==> src/rtl/lsa_pkg.sv <==
package lsa_pkg;
  localparam int LANE_W = 64;
  localparam int LANE_B = LANE_W / 8;
  localparam int EMP_W  = $clog2(LANE_B);

  // control word, LSB first: valid, sop, eop, err, empty
  typedef struct packed {
    logic [EMP_W-1:0] empty;
    logic             err;
    logic             eop;
    logic             sop;
    logic             vld;
  } lane_ctrl_t;

  localparam int CTRL_W = $bits(lane_ctrl_t);
  localparam int B_VLD  = 0;
  localparam int B_SOP  = 1;
  localparam int B_EOP  = 2;
  localparam int B_ERR  = 3;
endpackage

==> src/rtl/lsa_rx_pack.sv <==
module lsa_rx_pack
  import lsa_pkg::*;
#(
  parameter int LANES = 6
) (
  input  logic                     clk,
  input  logic                     rst_n,
  input  logic [LANES*LANE_W-1:0]  lane_data,
  input  logic [LANES*CTRL_W-1:0]  lane_ctrl,
  output logic                     tvalid,
  output logic [LANES*LANE_W-1:0]  tdata,
  output logic [LANES*LANE_B-1:0]  tkeep,
  output logic                     tlast,
  output logic                     tuser
);
  localparam int IDX_W = $clog2(LANES);

  lane_ctrl_t                ctl [LANES];
  logic                      found;
  logic [IDX_W-1:0]          eidx;
  logic [LANES*LANE_B-1:0]   keep_n;
  logic                      user_n;

  for (genvar g = 0; g < LANES; g++) begin : g_unpack
    assign ctl[g] = lane_ctrl_t'(lane_ctrl[g*CTRL_W +: CTRL_W]);
  end

  // lowest valid lane carrying the end flag
  always_comb begin
    found = 1'b0;
    eidx  = '0;
    for (int i = 0; i < LANES; i++) begin
      if (!found && ctl[i].vld && ctl[i].eop) begin
        found = 1'b1;
        eidx  = IDX_W'(i);
      end
    end
  end

  always_comb begin
    user_n = 1'b0;
    for (int i = 0; i < LANES; i++) begin
      if (found) begin
        if (IDX_W'(i) < eidx)
          keep_n[i*LANE_B +: LANE_B] = '1;
        else if (IDX_W'(i) == eidx) begin
          keep_n[i*LANE_B +: LANE_B] = {LANE_B{1'b1}} >> ctl[i].empty;
          user_n = ctl[i].err;
        end else
          keep_n[i*LANE_B +: LANE_B] = '0;
      end else begin
        keep_n[i*LANE_B +: LANE_B] = {LANE_B{ctl[i].vld}};
      end
    end
  end

  always_ff @(posedge clk or negedge rst_n) begin
    if (!rst_n) begin
      tvalid <= 1'b0;
      tdata  <= '0;
      tkeep  <= '0;
      tlast  <= 1'b0;
      tuser  <= 1'b0;
    end else begin
      tvalid <= ctl[0].vld;
      tdata  <= lane_data;
      tkeep  <= keep_n;
      tlast  <= found;
      tuser  <= user_n;
    end
  end
endmodule

==> src/rtl/lsa_tx_unpack.sv <==
module lsa_tx_unpack
  import lsa_pkg::*;
#(
  parameter int LANES = 6
) (
  input  logic                     clk,
  input  logic                     rst_n,
  input  logic                     s_tvalid,
  output logic                     s_tready,
  input  logic [LANES*LANE_W-1:0]  s_tdata,
  input  logic [LANES*LANE_B-1:0]  s_tkeep,
  input  logic                     s_tlast,
  input  logic                     s_tuser,
  input  logic                     mac_ready,
  output logic [LANES*LANE_W-1:0]  lane_data,
  output logic [LANES*CTRL_W-1:0]  lane_ctrl
);
  localparam int IDX_W = $clog2(LANES);

  logic [LANES-1:0]         lane_used;
  logic [IDX_W-1:0]         lidx;
  logic [EMP_W-1:0]         emp;
  logic                     in_frame;
  logic [LANES*CTRL_W-1:0]  ctrl_n;
  logic                     take;

  assign s_tready = mac_ready;
  assign take     = s_tvalid && mac_ready;

  for (genvar g = 0; g < LANES; g++) begin : g_used
    assign lane_used[g] = |s_tkeep[g*LANE_B +: LANE_B];
  end

  // highest lane holding bytes and its unused byte count
  always_comb begin
    lidx = '0;
    for (int i = 0; i < LANES; i++)
      if (lane_used[i]) lidx = IDX_W'(i);
    emp = EMP_W'(LANE_B - $countones(s_tkeep[lidx*LANE_B +: LANE_B]));
  end

  always_comb begin
    for (int i = 0; i < LANES; i++) begin
      lane_ctrl_t c;
      c       = '0;
      c.vld   = s_tvalid && lane_used[i];
      c.sop   = s_tvalid && (i == 0) && !in_frame;
      c.eop   = s_tvalid && s_tlast && (IDX_W'(i) == lidx);
      c.err   = c.eop && s_tuser;
      c.empty = c.eop ? emp : '0;
      ctrl_n[i*CTRL_W +: CTRL_W] = c;
    end
  end

  always_ff @(posedge clk or negedge rst_n) begin
    if (!rst_n) begin
      lane_data <= '0;
      lane_ctrl <= '0;
      in_frame  <= 1'b0;
    end else if (mac_ready) begin
      lane_data <= s_tdata;
      lane_ctrl <= ctrl_n;
      if (take) in_frame <= !s_tlast;
    end
  end
endmodule

==> src/rtl/lane_stream_adapter.sv <==
module lane_stream_adapter
  import lsa_pkg::*;
#(
  parameter int LANES = 6
) (
  input  logic                          clk,
  input  logic                          rst_n,
  input  logic [LANES*LANE_W-1:0]       rx_lane_data,
  input  logic [LANES*CTRL_W-1:0]       rx_lane_ctrl,
  output logic                          m_tvalid,
  output logic [LANES*LANE_W-1:0]       m_tdata,
  output logic [LANES*LANE_B-1:0]       m_tkeep,
  output logic                          m_tlast,
  output logic                          m_tuser,
  output logic [LANES*LANE_W-1:0]       tx_lane_data,
  output logic [LANES*CTRL_W-1:0]       tx_lane_ctrl,
  input  logic                          tx_mac_ready,
  input  logic                          s_tvalid,
  output logic                          s_tready,
  input  logic [LANES*LANE_W-1:0]       s_tdata,
  input  logic [LANES*LANE_B-1:0]       s_tkeep,
  input  logic                          s_tlast,
  input  logic                          s_tuser
);
  lsa_rx_pack #(.LANES(LANES)) u_rx (
    .clk       (clk),
    .rst_n     (rst_n),
    .lane_data (rx_lane_data),
    .lane_ctrl (rx_lane_ctrl),
    .tvalid    (m_tvalid),
    .tdata     (m_tdata),
    .tkeep     (m_tkeep),
    .tlast     (m_tlast),
    .tuser     (m_tuser)
  );

  lsa_tx_unpack #(.LANES(LANES)) u_tx (
    .clk       (clk),
    .rst_n     (rst_n),
    .s_tvalid  (s_tvalid),
    .s_tready  (s_tready),
    .s_tdata   (s_tdata),
    .s_tkeep   (s_tkeep),
    .s_tlast   (s_tlast),
    .s_tuser   (s_tuser),
    .mac_ready (tx_mac_ready),
    .lane_data (tx_lane_data),
    .lane_ctrl (tx_lane_ctrl)
  );
endmodule

==> config.mk <==
export PLATFORM = sky130hd
export DESIGN_NAME = lane_stream_adapter
export DESIGN_NICKNAME = d
export VERILOG_FILES = /design/src/rtl/lsa_pkg.sv /design/src/rtl/lsa_rx_pack.sv /design/src/rtl/lsa_tx_unpack.sv /design/src/rtl/lane_stream_adapter.sv
export SDC_FILE = /design/constraint.sdc
export NUM_CORES = 1
export LEC_CHECK = 0
export BUFFER_PORTS_ARGS = -buffer_cell sky130_fd_sc_hd__buf_2
export CAP_MARGIN = 40
export CORE_AREA = 2 2 675 677
export DETAILED_ROUTE_END_ITERATION = 8
export DIE_AREA = 0 0 677 679
export SETUP_SLACK_MARGIN = 0.2
export SYNTH_ARGS = -nofsm -noshare
export SYNTH_HDL_FRONTEND = slang
export SYNTH_SLANG_ARGS = --single-unit
==> constraint.sdc <==
create_clock -name clk -period 2.2 [get_ports clk]
set_input_delay 0.33 -clock clk [delete_from_list [all_inputs] [get_ports clk]]
set_output_delay 0.33 -clock clk [all_outputs]
set_load 0.01 [all_outputs]
After elaboration in Yosys (flattened, before gate mapping)
Cells that the tools add are included.

word-level totals
  bits of input ports = 864
  bits in read-only memories = 0
  memories kept = 0
  logic and storage cells = 145
  bits in latches = 0
  register bits = 857
  RAM bits = 0

cells by class
  divide/modulo/power cells = 0
  bitwise gates (word level) = 0
  equality and inequality tests = 10
  order comparisons = 6
  add/sub/neg operators = 8
  shifts and indexed selects = 7
  multipliers = 0
  reduce and logical (&&, ||, !) cells = 48
  mux-type cells = 58

operators by type and width
  cell                                               number
  2-to-1 mux 8 bit                                   18
  OR reduction 8 bit                                 6
  indexed part select 48 x 7 -> 8 bit                1
  right shift 8 x 3 -> 8 bit, first input constant   6
  2-to-1 mux 3 bit                                   12
  logical AND 1 bit                                  32
  2-to-1 mux 1 bit                                   26
  == test 2 x 3 -> 1 bit, first input constant       4
  == test 3 bit, first input constant                4
  adder 3 bit                                        3
  adder 1 x 1 -> 2 bit                               4
  logical NOT 1 bit                                  7
  == test 1 x 3 -> 1 bit, first input constant       2
  logical NOT 3 bit                                  2
  < comparator 1 x 3 -> 1 bit, first input constant  2
  < comparator 2 x 3 -> 1 bit, first input constant  2
  < comparator 3 bit, first input constant           2
  2-to-1 mux 2 bit                                   2
  subtractor 1 x 3 -> 3 bit, first input constant    1
  AND reduction 2 bit                                1

Longest topological paths before layout
  depth in word-level cells = 41
  depth in mapped cells = 15
  gate-level depth less buffers = 14

Modules after synthesis
Synthesis repeated with hierarchy kept, for this count alone.

second synthesis, totals
  cells, all modules = 1,575
  area total of the unflattened synthesis = 27,973.1 um^2

by module, submodules not included
  module         seq. area each (um^2)  area an instance (um^2)  instances  cells each
  lsa_tx_unpack  10,560.1               16,303.1                 1          1,024
  lsa_rx_pack    10,885.4               11,669.9                 1          551

Worst setup path before layout
OpenSTA, ideal clock, no wires.

  kind = input -> register
  start point = in s_tkeep[44]
  end point = reg u_tx.lane_ctrl[20]
  setup slack = -1,907 ps
  buffers on the path = 0
  data required time = 2,082 ps
  arrival time = 3,989 ps
  stages = 14
  setup time = 118 ps
  cells stage by stage = or4_4 nor4_4 nand2_4 a311o_1 o22a_1 ha_1 fa_1 inv_1 fa_1 ha_1 xor2_1 xnor2_1 nor2b_1 a21o_1

on the way
  cells in the longest elaborated chain, start to end = 8
  elaborated cells on any way between the ends = 14

ends and longest elaborated chain
  what                                 line                       text
  from (decl)                          lane_stream_adapter.sv:21  input logic [LANES*LANE_B-1:0] s_tkeep,
  OR reduction 8 bit                   lsa_tx_unpack.sv:31        assign lane_used[g] = |s_tkeep[g*LANE_B +: LANE_B];
  2-to-1 mux 3 bit                     lsa_tx_unpack.sv:38        if (lane_used[i]) lidx = IDX_W'(i);
  indexed part select 48 x 7 -> 8 bit  lsa_tx_unpack.sv:39        emp = EMP_W'(LANE_B - $countones(s_tkeep[lidx*LANE_B +: LANE_B]));
  adder 1 x 1 -> 2 bit                 lsa_tx_unpack.sv:39
  adder 3 bit (2 in series)            lsa_tx_unpack.sv:39
  subtractor 1 x 3 -> 3 bit            lsa_tx_unpack.sv:39
  2-to-1 mux 3 bit (*)                 lsa_tx_unpack.sv:50        c.empty = c.eop ? emp : '0;
  to (signal assigned)                 lsa_tx_unpack.sv:62        lane_ctrl <= ctrl_n;
  to (decl)                            lsa_tx_unpack.sv:16        output logic [LANES*CTRL_W-1:0] lane_ctrl

Every way passes the cells marked *; elsewhere a longest branch is shown, timed or not.
A chain may end at the register's enable or synchronous reset.

Final worst setup path
  start point = in s_tkeep[34]
  end point = reg u_tx.lane_ctrl[13]

on the way
  cells in the longest elaborated chain, start to end = 9
  elaborated cells on any way between the ends = 15

ends and longest elaborated chain
  what                                 line
  OR reduction 8 bit                   lsa_tx_unpack.sv:31
  2-to-1 mux 3 bit (2 in series)       lsa_tx_unpack.sv:38
  indexed part select 48 x 7 -> 8 bit  lsa_tx_unpack.sv:39
  adder 1 x 1 -> 2 bit                 lsa_tx_unpack.sv:39
  adder 3 bit (2 in series)            lsa_tx_unpack.sv:39
  subtractor 1 x 3 -> 3 bit            lsa_tx_unpack.sv:39
  2-to-1 mux 3 bit (*)                 lsa_tx_unpack.sv:50

Marks and branches as above.

==> flow_summary.toml <==
[status]
status = "complete, but fails checks"
failed_checks = "setup timing"

[clock_network]
clock_latency_ps = 860
htree_levels = 3
clock-sinks = 857
cts_buffer_depth = 4
cts_tree = "done"
cts_root_buffer = "clkbuf_16"
cts_buffers = 118
cts.clk_slew.worst_paths_ps = 60

[global_route]
grt_usage = 0.1357
antenna_found_initial = 267
gr-total-overflow = 0
grt_pass1_wl_um = 386800
grt_max_degree = 101
grt_pass1_vias = 28720

[critical_path]
crit_fanout = 5
arrival_ps = 4210
endpoint_kind = "register"
path_class = "in -> reg"
reg2reg_slack_ps = 870
cp-start-kind = "input pin"
crit_required_ps = 2980

[placed_design]
dp_cells = 9363
place.gp.congestion = 0.9652
hpwl_um = 287100
port_buffers = 1714
place_ws_ps = -2320

[floorplanning]
ioPinCount = 1726
die_y_um = 679
die-area_sq_um = 459700
fp.dieW_um = 677
rows = 247
start_util = 0.06157
core_region_area_sq_um = 451800

[route]
drc = 0
num_vias = 27110
antenna_left = 0
drt_iter0_markers = 1751
totalWireLength_um = 322200
viasPerCell = 2.570
post_drt_wl_per_cell_um = 30.54
dr.pass1.iters = 5

[synthesis]
netlist_area_sq_um = 27820
syn_avg_cell_area_sq_um = 17.68
yosys_warnings = 0
synth_edf_count = 0
ys_seq_elements = 857
synth_cell_types = 54
synthFlopType = "dfrtp_1"
seq_area_frac_synth = 0.7710
postSynthCellCount = 1573
async_reset_ff_frac = 1.000

[timing]
holdWs_ps = 44.12
fin_worst_skew_ps = 0.08604
fmax_mhz = 291.7
setup_ws_ps = -1228
report.final.slew_viol_count = 0
max-slew-margin-rel = 0.5804
hold_viol = 0
setup_violations = 18
finalSetupTns_ps = -15390
rsz0062_at_grt = "yes"
fin_crit_sh = 1.558
min_period_ps = 3428
tightest_slew_ps = 629.4

[power]
p_leak_nw = 25.96
ir_drop_mv = 0.7196
total_power_mw = 47.33
powerDensity_nw_per_um2 = 800.8

[layout]
register_area_sq_um = 21460
fillers = 51250
multi_input_area_sq_um = 6315
layout.cells.non_filler = 10550
drive_above_1_share = 0.5612
syn_to_final_growth_pct = 112.5
nNetsFinal = 5266

[job]
cap_violations = 0

[min_path]
hp-class = "in -> reg"
critical path, cell delays in order:
cell	delay, ps
buf_6	100
or4_4	560
buf_6	140
nor4_4	200
buf_4	180
nand2_4	80
a311o_1	310
o22a_1	260
ha_4	180
fa_1	490
inv_2	50
fa_1	450
ha_2	200
xor2_2	160
xnor2_2	280
buf_4	180
o2bb2ai_2	50
area by class of cell:
type	count	area share
Antenna cell	87	0.003684
Clock buffer	158	0.05608
Clock inverter	54	0.01279
Inverter	20	0.001270
Multi-Input combinational cell	645	0.1068
Sequential cell	857	0.3632
Tap cell	5976	0.1265
Timing Repair Buffer	2751	0.3296
stage by stage:
| stage | cell area [sq um] | util |
|---|---|---|
| finish | 59100 | 0.1308 |
| CTS | 58780 | 0.1301 |
| global placement | 45120 | 0.09987 |
| floorplan | 27880 | - |
| global route | 58950 | 0.1305 |
| detailed placement | 45130 | 0.09988 |
path summary, 6_finish.rpt:
path	start	to	depth (start not counted)
min	tx_mac_ready	u_tx.lane_ctrl[34]$_DFFE_PN0P_	4
max	s_tkeep[34]	u_tx.lane_ctrl[13]$_DFFE_PN0P_	17
max reg2reg	u_tx.lane_data[162]$_DFFE_PN0P_	u_tx.lane_data[162]$_DFFE_PN0P_	2
min reg2reg	u_tx.in_frame$_DFFE_PN0P_	u_tx.lane_ctrl[1]$_DFFE_PN0P_	1
min in group asynchronous	rst_n	u_rx.tdata[8]$_DFF_PN0_	3
max in group asynchronous	rst_n	u_rx.tdata[148]$_DFF_PN0_	4
where the power goes:
group	internal [mW]	total (mW)	leakage, nW	switching (mW)
Sequential	16.9	17.6	10.1	0.644
Combinational	3.58	9.17	13.9	5.59
Clock	12.2	20.6	1.96	8.35
Total	32.7	47.3	26.0	14.6
cells in the mapped netlist (2+ instances only):
master	instances	area share
or2_2	3	0.00067
o31ai_1	4	0.0011
o21a_1	6	0.0016
nor4_4	2	0.0015
o21ai_0	27	0.0049
or4_4	3	0.0012
dfrtp_1	857	0.77
a21oi_1	25	0.0045
nand4_1	2	0.00045
a22oi_1	2	0.00054
fa_1	3	0.0022
nand3_1	10	0.0018
and2_1	9	0.0020
inv_1	20	0.0027
o2bb2ai_1	12	0.0038
a31oi_1	4	0.00090
o22a_1	2	0.00063
a22o_1	14	0.0044
nand2_1	37	0.0050
a311o_1	3	0.0011
mux2_2	384	0.16
nor3_1	2	0.00036
nor4_2	3	0.0013
a21o_1	8	0.0022
o221ai_1	5	0.0016
nor2_1	18	0.0024
buf_4	6	0.0016
and3_1	4	0.00090
nand2b_1	3	0.00067
mux2i_1	8	0.0029
a21boi_0	2	0.00054
ha_1	6	0.0027
nor4_1	11	0.0025
clkbuf_1	48	0.0065
state kept, by name (all words and copies together) (netlist names):
signal,count
u_rx.tdata,384
u_tx.lane_data,384
u_rx.tkeep,48
u_tx.lane_ctrl,37
u_rx.tlast,1
u_rx.tuser,1
u_rx.tvalid,1
u_tx.in_frame,1
layer usage:
metal  track usage  part of all wire  vias up
met4       0.03443             0.034       36
met5             0           0.00070        -
li1              -                 -    11290
met1        0.1553              0.39    13580
met2        0.2198              0.45     1657
met3       0.07269              0.12      552
logic make-up (layout without fill, tap and decap cells):
kind of cell	Yosys count	after routing	share of synthesized area
AOI/OAI and AO/OA	123	123	0.03077
xor gates and xnor gates	2	2	0.0006298
adders and majority gates	9	9	0.004858
buffers and inverters	75	2983	0.01120
DFF	857	857	0.7710
muxes	392	392	0.1583
other	1	92	0.0001348
and+or+nand+nor	114	114	0.02312
cells in the final DEF, fill, tap and decap left out, drive strengths merged, types with 4 or more instances in the layout:
cell type and n:
a22o 14, ha 6, nor4 16, inv 27, o2bb2ai 12, clkbuf 166
diode 87, nand3 10, dfrtp 857, a21o 8, clkinv 22, o221ai 5
mux2 384, conb 5, mux2i 8, nand2 38, nor2 19, clkinvlp 11
or4 4, o21a 6, bufinv 14, and2 9, and3 4, o21ai 28
o31ai 4, a31oi 4, buf 1865, dlygate4sd3 878, a21oi 25
what timing repair did:
action | CTS | global route
setup endpoints to repair | 182 | 37
pin swaps | 15 | 4
resized for setup | 248 | 22
hold buffers | 878 | 1
buffers inserted | 5 | 3
endpoints found under the hold margin | 1591 | 1
(Power assumes the default switching activity.)
